<file path="config.mk">
export PLATFORM = sky130hd
export DESIGN_NAME = usec_compare_timer
export DESIGN_NICKNAME = d
export VERILOG_FILES = /design/src/rtl/usec_compare_timer.sv
export SDC_FILE = /design/constraint.sdc
export NUM_CORES = 1
export LEC_CHECK = 0
export ABC_CLOCK_PERIOD_IN_PS = 7600
export BUFFER_PORTS_ARGS = -buffer_cell sky130_fd_sc_hd__buf_2
export CORE_ASPECT_RATIO = 0.9
export CORE_MARGIN = 8
export CORE_UTILIZATION = 51
export DETAILED_ROUTE_END_ITERATION = 7
export HOLD_SLACK_MARGIN = 0.12
export PLACE_DENSITY = 0.69
export SLEW_MARGIN = 20
export SYNTH_ARGS = -nofsm -noshare
export SYNTH_HDL_FRONTEND = slang
export SYNTH_SLANG_ARGS = --single-unit
</file>
<file path="constraint.sdc">
create_clock -name clk -period 7.6 [get_ports clk]
set_clock_uncertainty 0.15 [all_clocks]
set_input_delay 0.38 -clock clk [delete_from_list [all_inputs] [get_ports clk]]
set_output_delay 0.38 -clock clk [all_outputs]
set_load 0.05 [all_outputs]
</file>
<file path="src/rtl/usec_compare_timer.sv">
module usec_compare_timer #(
  parameter int unsigned      CLK_HZ      = 50_000_000,
  parameter int unsigned      TICK_HZ     = 1_000_000,
  parameter logic [63:0]      RESET_COUNT = 64'd0
) (
  input  logic        clk,
  input  logic        rst_n,
  input  logic        bus_en,
  input  logic        bus_wr,
  input  logic [4:0]  bus_addr,
  input  logic [31:0] bus_wdata,
  output logic [31:0] bus_rdata,
  output logic [3:0]  irq
);
  localparam int unsigned DIV = (CLK_HZ / TICK_HZ < 1) ? 1 : CLK_HZ / TICK_HZ;
  localparam int unsigned PW  = (DIV > 1) ? $clog2(DIV) : 1;
  localparam int unsigned NCH = 4;

  localparam logic [4:0] OFS_STAT = 5'h00;
  localparam logic [4:0] OFS_LOW  = 5'h04;
  localparam logic [4:0] OFS_HIGH = 5'h08;
  localparam logic [4:0] OFS_CMP0 = 5'h0C;

  logic [PW-1:0]  pre;
  logic           tick;
  logic [63:0]    count;
  logic [31:0]    next_low;
  logic [31:0]    cmp [NCH];
  logic [NCH-1:0] hit;
  logic [NCH-1:0] set_v;
  logic [NCH-1:0] clr_v;
  logic           wr_stat;

  assign tick     = (pre == PW'(DIV - 1));
  assign next_low = count[31:0] + 32'd1;
  assign wr_stat  = bus_en && bus_wr && (bus_addr == OFS_STAT);
  assign irq      = hit;

  always_ff @(posedge clk or negedge rst_n) begin
    if (!rst_n) begin
      pre <= '0;
    end else if (tick) begin
      pre <= '0;
    end else begin
      pre <= pre + PW'(1);
    end
  end

  always_ff @(posedge clk or negedge rst_n) begin
    if (!rst_n) begin
      count <= RESET_COUNT;
    end else if (tick) begin
      count <= count + 64'd1;
    end
  end

  genvar g;
  generate
    for (g = 0; g < NCH; g++) begin : g_chan
      localparam logic [4:0] OFS = OFS_CMP0 + 5'(4 * g);

      assign set_v[g] = tick && (next_low == cmp[g]);
      assign clr_v[g] = wr_stat && bus_wdata[g];

      always_ff @(posedge clk or negedge rst_n) begin
        if (!rst_n) begin
          cmp[g] <= '0;
        end else if (bus_en && bus_wr && bus_addr == OFS) begin
          cmp[g] <= bus_wdata;
        end
      end

      always_ff @(posedge clk or negedge rst_n) begin
        if (!rst_n) begin
          hit[g] <= 1'b0;
        end else if (set_v[g]) begin
          hit[g] <= 1'b1;
        end else if (clr_v[g]) begin
          hit[g] <= 1'b0;
        end
      end

      assert_flag_sticky_R5: assert property (@(posedge clk) disable iff (!rst_n)
        (hit[g] && !clr_v[g]) |=> hit[g]);
      assert_match_sets_R5: assert property (@(posedge clk) disable iff (!rst_n)
        (tick && next_low == cmp[g]) |=> hit[g]);
      assert_w1c_clears_R6: assert property (@(posedge clk) disable iff (!rst_n)
        (clr_v[g] && !set_v[g]) |=> !hit[g]);
      assert_set_beats_clear_R7: assert property (@(posedge clk) disable iff (!rst_n)
        (clr_v[g] && set_v[g]) |=> hit[g]);
      assert_flag_rises_on_tick_R5: assert property (@(posedge clk) disable iff (!rst_n)
        $rose(hit[g]) |-> $past(tick));
    end
  endgenerate

  always_comb begin
    bus_rdata = '0;
    case (bus_addr)
      OFS_STAT:         bus_rdata = {{(32 - NCH){1'b0}}, hit};
      OFS_LOW:          bus_rdata = count[31:0];
      OFS_HIGH:         bus_rdata = count[63:32];
      OFS_CMP0:         bus_rdata = cmp[0];
      OFS_CMP0 + 5'd4:  bus_rdata = cmp[1];
      OFS_CMP0 + 5'd8:  bus_rdata = cmp[2];
      OFS_CMP0 + 5'd12: bus_rdata = cmp[3];
      default:          bus_rdata = '0;
    endcase
  end

  assert_count_steps_on_tick_R1: assert property (@(posedge clk) disable iff (!rst_n)
    tick |=> (count == $past(count) + 64'd1));
  assert_count_holds_between_R1: assert property (@(posedge clk) disable iff (!rst_n)
    !tick |=> $stable(count));
  assert_tick_single_cycle_R1: assert property (@(posedge clk) disable iff (!rst_n)
    (DIV > 1 && tick) |=> !tick);
  assert_low_word_carry_R3: assert property (@(posedge clk) disable iff (!rst_n)
    (tick && count[31:0] == 32'hFFFF_FFFF) |=> (count[63:32] == $past(count[63:32]) + 32'd1));
endmodule

</file>
; ---- After elaboration in Yosys (flattened, before gate mapping)
; Index checks and enable logic that the tools add are counted.
[word_totals]
output_inout_bits = 36
register_bits = 202
elab_cells = 53
[op_classes]
reduce_logical = 19
addsub = 3
eq_ne = 11
muxes = 10
[ops]
columns = cell, count
row1 = case mux 32 bit (7 select lines), 1
row2 = == test 32 bit, 4
row3 = "adder 64 x 1 -> 64 bit, second input constant", 1
row4 = "adder 32 x 1 -> 32 bit, second input constant", 1
row5 = "== test 5 bit, second input constant", 3
row6 = logical AND 1 bit, 14
row7 = "== test 5 x 4 -> 1 bit, second input constant", 2
row8 = 2-to-1 mux 1 bit, 8
row9 = nonzero test 2 bit, 4
row10 = "adder 6 x 1 -> 6 bit, second input constant", 1
row11 = "== test 6 bit, second input constant", 1
row12 = 2-to-1 mux 6 bit, 1
row13 = "== test 5 x 3 -> 1 bit, second input constant", 1
row14 = zero test 5 bit, 1

; ---- Depth between registers and ports, before layout
; Gate-level depths: netlist of the first run.
[depth]
depth_word = 5
mapped_depth = 11
mapped_depth_nobuf = 10

; ---- Worst setup path before layout of the first run
; Ideal clock, no wire load.
[synth_path]
path_kind = reg2reg
startpoint = register count[1]
endpoint = register hit[3] (netlist: irq[3])
setup_time_ns = 0.092
path_slack_ns = 4.380
arrival_ns = 2.979
path_buffers = 2
t_required_ns = 7.358
synth_period_minus_slack_ns = 3.220
path_stages_with_launch = 12
cell_sequence = dfrtp_1 -> ha_1 -> nand4_4 -> or3_4 -> buf_6 -> or4_4 -> buf_6 -> xor2_1 -> nand2_1 -> o221ai_2 -> or4_1 -> o31ai_2
[synth_via]
elab_chain_len = 4
word_cells_on_any_way = 5
[synth_rtl]
columns = element, line
row1 = start: declaration, 26  ; logic [63:0] count;
row2 = start signal: assignment, 53  ; count <= count + 64'd1;
row3 = adder 32 x 1 -> 32 bit (*), 35  ; assign next_low = count[31:0] + 32'd1;
row4 = == test 32 bit (*), 62  ; assign set_v[g] = tick && (next_low == cmp[g]);
row5 = logical AND 1 bit (*), 62
row6 = 2-to-1 mux 1 bit / nonzero test 2 bit (equally long branches), n/a
row7 = end signal: indexed assignment, 75  ; hit[g] <= 1'b0;
row8 = end signal: indexed assignment, 77  ; hit[g] <= 1'b1;
row9 = end signal: indexed assignment, 79  ; hit[g] <= 1'b0;
row10 = end: declaration, 29  ; logic [NCH-1:0] hit;
; Mark *: on every way between the ends. The rest lies on a longest branch, timed or not.
; A chain may end at the register's enable or synchronous reset.

; ---- Final worst setup path of the first run
[layout_path]
startpoint = register count[0]
endpoint = register hit[2] (netlist: irq[2])
; The elaborated chain is that of the path after synthesis.

==> results_dict.tcl, run 1 <==
set metrics [dict create \
    outcome "finished clean" \
    seqCellArea_um2 5050 \
    firstDrtPassIters 5 \
    antennaDiodeCount 0 \
    async_reset_ff_frac 1.00 \
    area_growth_pct 13.6 \
    final_layout_size_suffix_gt1_frac 0.206 \
    rrSetupSlack_ns 3.10 \
    fp-row-count 54 \
    max_freq_mhz 222 \
    maxSlewViolCount 0 \
    grtUsageMet3 0.0586 \
    cts.sink_count 202 \
    path_clk_slew_ns 0.06 \
    power.density_nw_per_um2 206 \
    cts_resized 0 \
    nFillCells 2147 \
    synth_area_leader_cell "dfrtp_1" \
    initial_utilization 0.522 \
    numPortBuffers 76 \
    tightestPinTransition_ns 1.10 \
    synth-simple-area-share 0.171 \
    syn_area_per_cell_um2 9.69 \
    place_congestion 0.991 \
    grt_pass1_wl_um 71800 \
    grt_util_met2 0.457 \
    grt_max_degree 74 \
    yosysWarnings 0 \
    routed_wl_um 47000 \
    total_leakage_power_uw 0.00620 \
    die_x_um 182 \
    ys_top_cells_by_count "dfrtp_1 (202), xnor2_1 (125), mux2_2 (122)" \
    ir_worst_vdd_mv 0.197 \
    grt_usage 0.307 \
    synth_nets 1354 \
    place_hpwl_um 33800 \
    rr_worst_depth 9 \
    clkLatencyLatePin_ns 0.53 \
    cp-start-kind "register" \
    netlist_instances 1310 \
    p_comb_frac 0.148 \
    tns_ns 0 \
    r2r-end "irq[2]" \
    hold_path.class "in -> async" \
    synth_edf_count 0 \
    fin_crit_ns 4.50 \
    drt_iter0_markers 1281 \
    synthAdderAreaFrac 0.00374 \
    yosysMostFrequentCell "dfrtp_1" \
    synth_top_area_frac 0.398 \
    wl_per_cell_um 27.7 \
    critical_path_required_ns 7.89 \
    finalHoldViolCount 0 \
    ant_nets 0 \
    rsz0062_at_grt "no" \
    r2r_start "count[0]" \
    synth_top_family_by_area "simple AND/OR/NAND/NOR gates" \
    critPathLaunch "count[0]" \
    clk_path_buf_depth 3 \
    slew_headroom 0.269 \
    muxShareOfSynthArea 0.115 \
    worstSetupEndpointType "register" \
    core-area_um2 24300 \
    grt_remaining_overflow 0 \
    cp_max_fo 12 \
    swShare 0.292 \
    intPower_uw 2110 \
    synth_compound_gate_area_share 0.140 \
    drv_cap 0 \
    die-height_um 166 \
    seq_power_share 0.446 \
    power_uw 2980 \
    clkPwrFrac 0.406 \
    yosysUniqueCellTypes 71 \
    fin_ws_ns 3.10 \
    vias 11295 \
    antenna_found_initial 0 \
    numCtsBuffers 24 \
    synth_seq_cells 202 \
    cts_tree "built" \
    setup_viol 0 \
    die-area_um2 30200 \
    worst-endpoint-arrival_ns 4.79 \
    power.switching_uw 868 \
    root_buffer "clkbuf_16" \
    synth_area_leaders "dfrtp_1 (40%), mux2_2 (11%), xnor2_1 (8.6%)" \
    multiInputGateArea_um2 7220 \
    fin_crit_sh 0.592 \
    hold_ws_ns 0.240 \
    drc 0 \
    pre_cts_ws_ns 3.22 \
    critical_path_class "reg -> reg" \
    h-tree-depth 1 \
    grtUsageMet1 0.447 \
    grt_pass1_vias 11072 \
    vias_per_cell 6.65 \
    synth_xor_area_frac 0.137 \
    grt-busiest-layer "met2" \
    io_pins 77 \
    critical_path.endpoint "irq[2]" \
    ys_seq_area_frac 0.398 \
    nets 1417 \
    synth_ff_type "dfrtp_1" \
    netlist_area_um2 12700 \
]
logic make-up (layout without fill, tap and decap cells):
family                     count (synthesis)  count (layout)
and+or+nand+nor                          418             418
buffers and inverters                    109             190
muxes                                    130             130
adders and majority gates                  4               4
xor gates and xnor gates                 198             198
DFF                                      202             202
AOI/OAI and AO/OA                        249             249
worst min path at each step:
stage | slack (ns) | endpoint | from | cells after the start
CTS | 0.23 | irq[0] | bus_wr | 5
floorplan | -0.07 | cmp[0] | rst_n | 0
detailed placement | 0.24 | cmp[34] | rst_n | 1
global route | 0.29 | irq[0] | bus_wr | 5
global placement | 0.24 | cmp[97] | rst_n | 1
finish | 0.24 | cmp[34] | rst_n | 2
worst max-delay path, cell delays in order, from the launching register on:
cell and delay [ns]:
dfrtp_1 0.56, ha_1 0.55, nand4_4 0.27, or3_4 0.56, or4_4 0.65, a311oi_1 0.50, o221ai_1 0.25, nor4_1 0.36
nand4_1 0.30, o31ai_2 0.25
state kept, by name (all words and copies together), names as in the netlist:
name / flops
pre: 6
cmp: 128
count: 64
irq: 4
power by group through the flow:
| stage | clock (uW) | sequential (uW) | combinational (uW) |
|---|---|---|---|
| final | 1210 | 1330 | 442 |
| after global routing | 1270 | 1330 | 474 |
| after global placement | 0 | 1340 | 418 |
| after CTS | 1230 | 1320 | 437 |
| after floorplan | 0 | 1280 | 272 |
| after detailed placement | 0 | 1340 | 421 |
stage by stage:
step / instance area, um^2 / utilization / cells
final: 14400 / 0.593 / 1699
after global routing: 14400 / 0.593 / 1699
after CTS: 14400 / 0.593 / 1699
after detailed placement: 13300 / 0.545 / 1622
after global placement: 13300 / 0.545 / 1622
after floorplan: 12700 / - / 1310
placed cells by master (no fill, tap or decap), types with 32 or more instances in the layout:
master         count
a22oi_1           93
buf_2             75
dfrtp_1          202
dlygate4sd3_1     33
mux2_2           122
nand2_1           97
nand3_1           68
nand4_1           32
nor2_1            71
o21ai_0           38
xnor2_1          125
xor2_1            73
repair_timing:
action	CTS	global route
endpoints found under the setup margin	0	0
hold endpoints to repair	189	0
setup buffers	0	0
hold buffers	33	0
layer usage:
layer	vias to the layer above	wire, um
met5	-	0
met4	0	1290
met3	90	4330
met2	590	20500
met1	5696	20900
li1	4919	-
cell type report:
type / instances / share of cell area
flip-flops and latches: 202 / 0.351
well taps: 308 / 0.0267
repair buffers: 127 / 0.0593
inverters: 19 / 0.00495
multi-input cells: 999 / 0.501
clock buffers: 33 / 0.0476
clock inverters: 11 / 0.0101
(Power assumes the default switching activity.)
==> run 2, diff against run 1 <==
Settings changed: ABC_CLOCK_PERIOD_IN_PS 7600 to 4100, PLACE_DENSITY 0.69 to 0.71.
Clock period 7.6 ns to 4.1 ns, I/O delays scaled along.
==> run 2 against run 1 <==
Combinational power grew 87%. Sequential power grew 85%. Largest cell class unchanged. Hold slack lost 0.10 ns. Maximum frequency grew 17%. Critical endpoint is now irq[3]. Final cell count grew 2.1%. Die area is the same. Via count grew 1.7%. Critical path depth is the same. Utilization grew 0.80 points.
==> results_dict.tcl, run 2 (synthesis results as in run 1) <==
set metrics [dict create \
    drc 0 \
    drv_cap 0 \
    worstPathCellList "buf_4, nand4_1, nor4_1, nor3b_1, a2111oi_0, o21ai_0, nor4_1, nand4_1, o31ai_2" \
    routed_wl_um 48400 \
    die-area_um2 30200 \
    finalHoldViolCount 0 \
    final_layout_size_suffix_gt1_frac 0.225 \
    slew_headroom 0.251 \
    place_congestion 1.06 \
    layout_common_cells "dfrtp_1 (202), xnor2_1 (125), mux2_2 (122)" \
    nFillCells 2104 \
    max_freq_mhz 261 \
    grt_pass1_vias 11339 \
    cts.sink_count 202 \
    critical_path_required_ns 4.39 \
    cts_resized 0 \
    h-tree-depth 1 \
    layout_commonest_cell "dfrtp_1" \
    firstDrtPassIters 5 \
    regMostFlops "cmp" \
    outcome "finished clean" \
    nets 1456 \
    antenna_found_initial 2 \
    cp_max_fo 11 \
    hold_path.class "in -> async" \
    power.density_nw_per_um2 362 \
    initial_utilization 0.522 \
    ant_nets 0 \
    tns_ns 0 \
    largest_reg_flops 128 \
    placed_area_um2 13600 \
    design_area_um2 14600 \
    max_stage_delay_ns 0.88 \
    numPortBuffers 76 \
    tightestPinTransition_ns 1.09 \
    total_leakage_power_uw 0.00637 \
    numCtsBuffers 22 \
    die_x_um 182 \
    worstSetupEndpointType "register" \
    rsz0062_at_grt "no" \
    die-height_um 166 \
    io_pins 77 \
    cp_slowest_cell "a2111oi_0" \
    vias 11484 \
    clk_path_buf_depth 3 \
    fin_crit_sh 0.936 \
    antennaDiodeCount 0 \
    grt_max_degree 88 \
    worst-endpoint-arrival_ns 4.13 \
    place_hpwl_um 35900 \
    clkLatencyLatePin_ns 0.53 \
    critical_path_class "reg -> reg" \
    grt_remaining_overflow 0 \
    cts_tree "built" \
    maxSlewViolCount 0 \
    path_clk_slew_ns 0.07 \
    drt_iter0_markers 1292 \
    area_growth_pct 15.1 \
    multiInputGateArea_um2 7220 \
    vias_per_cell 6.62 \
    top_regs "cmp: 128 flops, count: 64 flops, pre: 6 flops" \
    cp-start-kind "register" \
    core-area_um2 24300 \
    ir_worst_vdd_mv 0.316 \
    grt_pass1_wl_um 73500 \
    fin_crit_ns 3.84 \
    setup_viol 0 \
    fp-row-count 54 \
    wl_per_cell_um 27.9 \
    utilization 0.601 \
    grt_usage 0.316 \
    seqCellArea_um2 5050 \
    root_buffer "clkbuf_16" \
]
## run 2: path summary, 6_finish.rpt
path                                   to  slack (ns)  cells after the start          start
worst max-delay path               irq[3]        0.26                      9       count[3]
worst min-delay path               cmp[0]        0.14                      2          rst_n
worst max register to register     irq[3]        0.26                      9       count[3]
worst min register to register  count[42]        0.35                      1      count[42]
max in group asynchronous       count[43]        2.61                      3          rst_n
min in group clk                  cmp[27]        0.34                      4  bus_wdata[27]
## run 2: worst max-delay path, delay by kind of cell (launching register included)
kind                   cells  cell delay [ns]
DFF                        1             0.61
and+or+nand+nor            5             1.34
AOI/OAI and AO/OA          3             1.36
buffers and inverters      1             0.29
## run 2: timing repair
item / 4_1_cts / 5_1_grt
hold buffers: 35 / 0
endpoints found under the hold margin: 217 / 0
setup buffers: 0 / 0
## run 2: layout make-up
| class | instances | share of cell area |
|---|---|---|
| multi-input cells | 999 | 0.494 |
| flip-flops and latches | 202 | 0.346 |
| repair buffers | 168 | 0.0807 |
| clock buffers | 28 | 0.0427 |
| well taps | 308 | 0.0264 |
| clock inverters | 10 | 0.00557 |
| inverters | 19 | 0.00488 |
## run 2: per-stage QoR
stage                     hold slack (ns)  worst slack, ns  instances  total power (uW)
after floorplan                    -0.241            0.880       1310              2880
after global placement              0.158            0.460       1661              3260
after detailed placement            0.159            0.407       1661              3270
after CTS                           0.193            0.399       1734              5280
after global routing                0.220            0.142       1734              5450
final                               0.138            0.262       1734              5290
## run 2: metal layers
layer	up-vias	wire length, um	GRT usage
met5	-	26	0
met4	4	1670	0.102
met3	104	5010	0.0886
met2	628	20700	0.463
met1	5751	21000	0.444
li1	4997	-	-
## run 2: report_power, final
part / internal [uW] / switching (uW)
Clock: 1140 / 870
Sequential: 2170 / 288
Combinational: 379 / 447
Total: 3690 / 1610
